[config.mk]
export PLATFORM = sky130hd
export DESIGN_NAME = tdm_fsync
export DESIGN_NICKNAME = d
export VERILOG_FILES = /design/src/rtl/tdm_fsync_pkg.sv /design/src/rtl/tdm_geom.sv /design/src/rtl/tdm_frame_cnt.sv /design/src/rtl/tdm_sync_chk.sv /design/src/rtl/tdm_fsync.sv
export SDC_FILE = /design/constraint.sdc
export NUM_CORES = 1
export LEC_CHECK = 0
export ABC_AREA = 1
export BUFFER_PORTS_ARGS = -buffer_cell sky130_fd_sc_hd__buf_2
export CORE_MARGIN = 5
export CORE_UTILIZATION = 30
export CTS_BUF_LIST = sky130_fd_sc_hd__clkbuf_8 sky130_fd_sc_hd__clkbuf_16
export DETAILED_ROUTE_END_ITERATION = 12
export SLEW_MARGIN = 20
export SYNTH_ARGS = -nofsm -noshare
export SYNTH_HDL_FRONTEND = slang
export SYNTH_SLANG_ARGS = --single-unit
[constraint.sdc]
create_clock -name clk -period 8.5 [get_ports clk]
set_clock_uncertainty 0.05 [all_clocks]
set_input_delay 1.275 -clock clk [delete_from_list [all_inputs] [get_ports clk]]
set_output_delay 1.275 -clock clk [all_outputs]
set_load 0.005 [all_outputs]
[src/rtl/tdm_fsync_pkg.sv]
`timescale 1ns/1ps
package tdm_fsync_pkg;
    parameter int SLOT_W = 10;
    parameter int HALF_W = 5;
    // frame bits <= 2^SLOT_W*8, times up to 8 half periods per bit
    localparam int POS_W = SLOT_W + 7;

    typedef logic [POS_W-1:0] pos_t;

    typedef struct packed {
        pos_t       frame_halves;
        pos_t       sync_start;
        logic [1:0] shift;
    } geom_t;

    typedef enum logic [1:0] {
        ST_IDLE = 2'd0,
        ST_HUNT = 2'd1,
        ST_RUN  = 2'd2
    } run_st_t;

    // log2 of half periods per bit; code 3 behaves as code 2
    function automatic logic [1:0] half_shift(input logic [1:0] code);
        case (code)
            2'd0:    return 2'd1;
            2'd1:    return 2'd2;
            default: return 2'd3;
        endcase
    endfunction

    // (a - b) mod m for a, b below m
    function automatic pos_t mod_sub(input pos_t a, input pos_t b, input pos_t m);
        return (a >= b) ? (a - b) : (a + m - b);
    endfunction
endpackage

[src/rtl/tdm_geom.sv]
`timescale 1ns/1ps
module tdm_geom
    import tdm_fsync_pkg::*;
(
    input  logic [1:0]        bit_len,
    input  logic [SLOT_W-1:0] slots,
    input  logic              frame_bit,
    input  logic [HALF_W-1:0] fs_loc,
    output geom_t             geo
);
    pos_t bits;
    pos_t lead;

    always_comb begin
        geo.shift        = half_shift(bit_len);
        bits             = pos_t'({slots, 3'b000}) + pos_t'(frame_bit);
        geo.frame_halves = bits << geo.shift;
        lead             = frame_bit ? (pos_t'(1) << geo.shift) : '0;
        geo.sync_start   = mod_sub(lead, pos_t'(fs_loc), geo.frame_halves);
    end
endmodule

[src/rtl/tdm_frame_cnt.sv]
`timescale 1ns/1ps
module tdm_frame_cnt
    import tdm_fsync_pkg::*;
(
    input  logic              clk,
    input  logic              rst,
    input  logic              en,
    input  logic              gen,
    input  logic              frame_bit,
    input  logic [HALF_W-1:0] fs_len,
    input  geom_t             geo,
    input  logic              edge_any,
    input  logic              bit_start,
    input  logic              sync_start_det,
    output logic              step,
    output pos_t              next_pos,
    output logic              frame_end,
    output logic [SLOT_W-1:0] slot_idx,
    output logic [2:0]        bit_idx,
    output logic              in_fb,
    output logic              gen_window
);
    run_st_t st;
    pos_t    hpos;
    pos_t    last_pos;
    pos_t    bidx;
    logic [SLOT_W+2:0] didx;
    logic    running;

    always_comb begin
        running  = (st == ST_RUN);
        last_pos = geo.frame_halves - pos_t'(1);
        step     = edge_any && (running ||
                   ((st == ST_HUNT) && (gen ? bit_start : sync_start_det)));
        if (running)
            next_pos = (hpos == last_pos) ? '0 : hpos + pos_t'(1);
        else
            next_pos = gen ? '0 : geo.sync_start;
        frame_end = step && (next_pos == last_pos);
    end

    always_ff @(posedge clk) begin
        if (rst || !en) begin
            st   <= ST_IDLE;
            hpos <= '0;
        end else if (st == ST_IDLE) begin
            st <= ST_HUNT;
        end else if (step) begin
            st   <= ST_RUN;
            hpos <= next_pos;
        end
    end

    always_comb begin
        bidx = hpos >> geo.shift;
        in_fb = running && frame_bit && (bidx == '0);
        didx = (SLOT_W+3)'(bidx - pos_t'(frame_bit));
        if (running && !in_fb) begin
            slot_idx = didx[SLOT_W+2:3];
            bit_idx  = didx[2:0];
        end else begin
            slot_idx = '0;
            bit_idx  = '0;
        end
        gen_window = running &&
            (mod_sub(hpos, geo.sync_start, geo.frame_halves) < pos_t'(fs_len));
    end


    pos_range_chk: assert property (@(posedge clk) disable iff (rst)
        running |-> (hpos < geo.frame_halves));

    idle_clear_chk: assert property (@(posedge clk) disable iff (rst)
        !en |=> (st == ST_IDLE && hpos == '0));

    pos_hold_chk: assert property (@(posedge clk) disable iff (rst)
        (en && running && !edge_any) |=> $stable(hpos));
endmodule

[src/rtl/tdm_sync_chk.sv]
`timescale 1ns/1ps
module tdm_sync_chk
    import tdm_fsync_pkg::*;
(
    input  logic clk,
    input  logic rst,
    input  logic en,
    input  logic gen,
    input  logic fs_lvl,
    input  logic edge_any,
    input  logic step,
    input  logic frame_end,
    input  pos_t next_pos,
    input  pos_t sync_start,
    output logic start_det,
    output logic miss_pulse,
    output logic extra_pulse,
    output logic sync_good
);
    logic prev_lvl;
    logic seen_ok, seen_bad;
    logic ok_n, bad_n;

    always_comb begin
        start_det = fs_lvl && !prev_lvl;
        ok_n  = seen_ok  | (start_det && (next_pos == sync_start));
        bad_n = seen_bad | (start_det && (next_pos != sync_start));
    end

    always_ff @(posedge clk) begin
        if (rst || !en) begin
            prev_lvl    <= 1'b0;
            seen_ok     <= 1'b0;
            seen_bad    <= 1'b0;
            miss_pulse  <= 1'b0;
            extra_pulse <= 1'b0;
            sync_good   <= 1'b0;
        end else begin
            miss_pulse  <= 1'b0;
            extra_pulse <= 1'b0;
            if (edge_any)
                prev_lvl <= fs_lvl;
            if (gen) begin
                sync_good <= 1'b0;
                seen_ok   <= 1'b0;
                seen_bad  <= 1'b0;
            end else if (step) begin
                if (frame_end) begin
                    miss_pulse  <= !ok_n;
                    extra_pulse <= bad_n;
                    sync_good   <= ok_n && !bad_n;
                    seen_ok     <= 1'b0;
                    seen_bad    <= 1'b0;
                end else begin
                    seen_ok  <= ok_n;
                    seen_bad <= bad_n;
                end
            end
        end
    end


    miss_single_chk: assert property (@(posedge clk) disable iff (rst)
        miss_pulse |=> !miss_pulse);

    extra_single_chk: assert property (@(posedge clk) disable iff (rst)
        extra_pulse |=> !extra_pulse);

    gen_quiet_chk: assert property (@(posedge clk) disable iff (rst)
        gen |=> (!miss_pulse && !extra_pulse));

    good_update_chk: assert property (@(posedge clk) disable iff (rst)
        !$stable(sync_good) |-> ($past(frame_end) || $past(en) == 1'b0 || $past(gen)));
endmodule

[src/rtl/tdm_fsync.sv]
`timescale 1ns/1ps
module tdm_fsync
    import tdm_fsync_pkg::*;
(
    input  logic              clk,
    input  logic              rst,
    input  logic              en,
    input  logic              gen_mode,
    input  logic              bclk_rise,
    input  logic              bclk_fall,
    input  logic              bclk_inv,
    input  logic              fs_inv,
    input  logic [1:0]        bit_len,
    input  logic [SLOT_W-1:0] slots,
    input  logic              frame_bit,
    input  logic [HALF_W-1:0] fs_loc,
    input  logic [HALF_W-1:0] fs_len,
    input  logic              fs_in,
    output logic              fs_out,
    output logic [SLOT_W-1:0] slot_cnt,
    output logic [2:0]        bit_cnt,
    output logic              in_frame_bit,
    output logic              sync_good,
    output logic              sync_missing,
    output logic              sync_extra
);
    geom_t geo;
    logic  edge_any, bit_start, fs_lvl;
    logic  start_det, step, frame_end, gen_window;
    pos_t  next_pos;

    assign edge_any  = bclk_rise | bclk_fall;
    assign bit_start = bclk_inv ? bclk_fall : bclk_rise;
    assign fs_lvl    = fs_in ^ fs_inv;
    assign fs_out    = (gen_mode && gen_window) ^ fs_inv;

    tdm_geom u_geom (
        .bit_len   (bit_len),
        .slots     (slots),
        .frame_bit (frame_bit),
        .fs_loc    (fs_loc),
        .geo       (geo)
    );

    tdm_frame_cnt u_cnt (
        .clk            (clk),
        .rst            (rst),
        .en             (en),
        .gen            (gen_mode),
        .frame_bit      (frame_bit),
        .fs_len         (fs_len),
        .geo            (geo),
        .edge_any       (edge_any),
        .bit_start      (bit_start),
        .sync_start_det (start_det),
        .step           (step),
        .next_pos       (next_pos),
        .frame_end      (frame_end),
        .slot_idx       (slot_cnt),
        .bit_idx        (bit_cnt),
        .in_fb          (in_frame_bit),
        .gen_window     (gen_window)
    );

    tdm_sync_chk u_chk (
        .clk         (clk),
        .rst         (rst),
        .en          (en),
        .gen         (gen_mode),
        .fs_lvl      (fs_lvl),
        .edge_any    (edge_any),
        .step        (step),
        .frame_end   (frame_end),
        .next_pos    (next_pos),
        .sync_start  (geo.sync_start),
        .start_det   (start_det),
        .miss_pulse  (sync_missing),
        .extra_pulse (sync_extra),
        .sync_good   (sync_good)
    );
endmodule

==> results.md <==
- The detailed router placed ~8600 vias in this run.
- The hold violation count in the final report is 0.
- The insertion delay to the later sink of the worst-skew pair is between 0.2 and 0.3 ns.
- The worst setup path is launched from an input port.
- The final number of max-transition violations was 0.
- The cell type with the highest aggregate area in the netlist is sky130_fd_sc_hd__nand2_1.
- The area overhead of the layout relative to synthesis is 12.35%.
- The number of warning messages in the yosys log is 0.
- The finished layout holds between 1500 and 2000 standard cells, fillers aside.
- In this design, the critical path's most frequently occurring cell is sky130_fd_sc_hd__nand2_1.
- The number of synthesized register bits is 25.
- The number of buffer cells added on primary ports is 49.
- The cell count after synthesis came out at about 1300.
- The setup slack at placement is -0.005313 ns.
- The share of synthesized registers carrying an async set or reset is 0%.
- The class of the tightest hold or removal check is flop to flop.
- The area of the placeable core is 0.02496 sq mm.
- The kind of capture point of the worst setup path is an output port.
- The transition time of the tightest slew-check pin is around 1.1 ns.
- No sink is reached through more buffers than the 2 on the longest clock path.
- Cells with a size suffix above 1 make up about 13% of the layout.
- The normalized max-slew margin is roughly 25%.
- The combined area of the multi-input logic cells is slightly above 0.006 sq mm.
- A synthesized cell averages approximately 6.0 sq um.
- The run finished with clean final reports.
- The most used flip-flop cell after synthesis is sky130_fd_sc_hd__dfxtp_1.
- The highest fanout seen on the critical path is 8.
- The number of antenna diodes in the final layout is 0.
- The layout net count is about 1500.
- Sequential cells were found to cover under 10% of the synthesized design area.
- The amount of wire on met3 after detailed routing is 1664 microns.
- After synthesis, the cell types taking the most area are sky130_fd_sc_hd__nand2_1 (15%), sky130_fd_sc_hd__ha_1 (13%), sky130_fd_sc_hd__inv_1 (9.9%).
- TritonCTS built the clock tree.
- The commonest non-fill, non-tap cell in the layout is sky130_fd_sc_hd__nand2_1.
- Summed over all cells, the static leakage comes to between 4 and 5 nW.
- After detailed routing, the number of vias per cell comes to a little over 5.
- The highest attainable clock frequency is between 100 and 150 MHz.
- The number of placed instances with taps included is around 1700.
- The remaining number of nets flagged by the antenna check after routing is 0.
- The overall die width is about 170 microns.
- The slowest stage of the critical path is the sky130_fd_sc_hd__fa_1 cell.
- The cell area power density is 139.3 mW/mm^2.
- The tool flagged a number of max-cap violations equal to 0.
- The number of global-route vias before repair is between 7000 and 8000.
- The die covers roughly 0.028 sq mm.
- The synthesized area is 0.007546 sq mm.
- The final critical path takes up between 90% and 100% of the cycle.
- The initial detailed-routing violation count is ~800.
- The required time at the endpoint of the critical path is approximately 7.2 ns.
- The count of distinct cell types in the synthesized netlist is between 50 and 60.
- The filler cell count in the final layout is roughly 2800.
- Dividing the detail-routed wire length by the instance count gives around 17 microns.
- For this run, the slowest stage of the critical path takes 0.52 ns.
- The initial antenna violation count came to 0.
- The top-area cell type share of the netlist area is around 15%.
- The total CTS buffers is 3.
- Pin placement for this block handled 50 I/O pins.
- The final core utilization is approximately a third.
- The floorplan step set the die height to about 170 microns.
- After clock tree synthesis, the flow added hold-fix buffers numbering 0.
- Routability-driven placement finished with a final weighted congestion of around 1.
- The total power is between 1 and 1.5 mW.
- Global routing consumed, over all layers together, 19.48% of the routing resources.
- The DRC violations left is 0.
- The number of levels in the clock H-tree is 1.
- The length of routed wiring on met1 is 12620 microns.
- The critical path is of the input port to output port type.
- The starting density of the core is a little under a third.
- Setup violations remaining at the end of the flow were counted as 0.
- The number of enable flip-flop cells after synthesis is 0.
- The clock-pin transition on the worst setup and hold timing paths is about 0.070 ns.
- The total length of routed met2 wires is approximately 13000 microns.
- Wires add up to 28330 microns.
- The clock period could shrink to just over 8 ns.
- The first TritonRoute pass finished after 5 iterations.
- IR analysis of the VDD net gives a maximum drop of ~64 uV.
- For the worst setup path, the data arrival time is a little under 7 ns.
- For this run the aggregate overflow at the end of global routing stands at 0.
- The register area is between 500 and 600 sq um.
- In the post-route analysis, the smallest setup slack over all paths is around 0.37 ns.
- In the layout the commonest cells are sky130_fd_sc_hd__nand2_1 (300), sky130_fd_sc_hd__inv_1 (198), sky130_fd_sc_hd__nand3_1 (114).
- The CTS sink count is 25.
- Entering global routing, the biggest net connects 37 pins.
- Once detailed placement completed, the half-perimeter wirelength came to approximately 24000 microns.
- After floorplanning, the core was divided into between 50 and 60 placement rows.
- The wire length of the first global-routing pass is around 44000 microns.
- The highest routed metal layer is met4.
- The tree is rooted in a sky130_fd_sc_hd__clkbuf_16.
-- timing repair --
action	in CTS	in global routing
setup buffers	0	2
pin swaps	0	1
gates resized for setup	1	15
endpoints found under the setup margin	1	1
-- final cells by class --
| cell class | instances | share of cell area, % |
|---|---|---|
| Inverter | 210 | 9.430 |
| Clock inverter | 1 | 0.04427 |
| Multi-Input combinational cell | 1005 | 72.52 |
| Clock buffer | 3 | 0.8855 |
| Timing Repair Buffer | 88 | 6.346 |
| Tap cell | 330 | 4.870 |
| Sequential cell | 25 | 5.903 |
-- path summary, 6_finish.rpt --
| path | from | end | slack, ns | cells after the start |
|---|---|---|---|---|
| worst max register to register | u_cnt.st[1] | u_chk.sync_good | 4.33 | 15 |
| worst min register to register | u_chk.seen_ok | u_chk.seen_ok | 0.42 | 2 |
| worst min-delay path | u_chk.seen_ok | u_chk.seen_ok | 0.42 | 2 |
| worst max-delay path | bit_len[1] | fs_out | 0.37 | 35 |
-- power breakdown --
part | internal [mW] | switching (mW)
combinational | 0.344 | 0.599
clock | 0.0631 | 0.0443
sequential | 0.120 | 0.0101
-- per-stage QoR --
step	hold WS (ns)	TNS [ns]	area (sq um)
2_1_floorplan	0.3907	0	7557
3_3_place_gp	0.4073	0	8354
3_5_place_dp	0.4100	-0.005313	8354
4_1_cts	0.4211	0	8436
5_1_grt	0.4332	-0.007078	8478
6_report	0.4209	0	8478
-- worst max-delay path: cells and delay by family --
kind,cells,cell delay [ns]
buffers and inverters,7,0.62
AOI/OAI and AO/OA,9,1.34
and+or+nand+nor,15,1.88
adders and majority gates,4,1.68
-- layer usage --
layer	GRT usage (%)	up-vias
met5	0	-
met4	4.058	0
met3	1.308	49
met2	34.08	289
met1	26.48	3952
li1	-	4277
-- state kept, by name (all words and copies together), names as in the netlist --
register	flops
u_chk.seen_bad	1
u_cnt.hpos	17
u_chk.prev_lvl	1
u_chk.miss_pulse	1
u_chk.sync_good	1
u_chk.seen_ok	1
u_chk.extra_pulse	1
u_cnt.st	2
-- synthesized netlist by cell type (all sizes together), types with 4 or more instances --
master  instances
a21o            6
a21oi          82
a31oi           6
buf            12
clkbuf         12
dfxtp          25
fa             21
ha             81
inv           209
nand2         317
nand3         131
nand3b          7
nand4          30
nor2          117
nor3           17
nor4            5
o211ai         22
o21a            4
o21ai          59
o22ai           6
or2             6
xnor2          15
xor2           44
-- cell families after synthesis --
family | share of synthesized area, %
AOI/OAI and AO/OA | 15.97
DFF | 6.632
and+or+nand+nor | 38.85
muxes | 0.1327
other | 0.09952
buffers and inverters | 12.47
adders and majority gates | 19.00
xor gates and xnor gates | 6.848
Note: power is estimated with default switching activity, not from simulation.
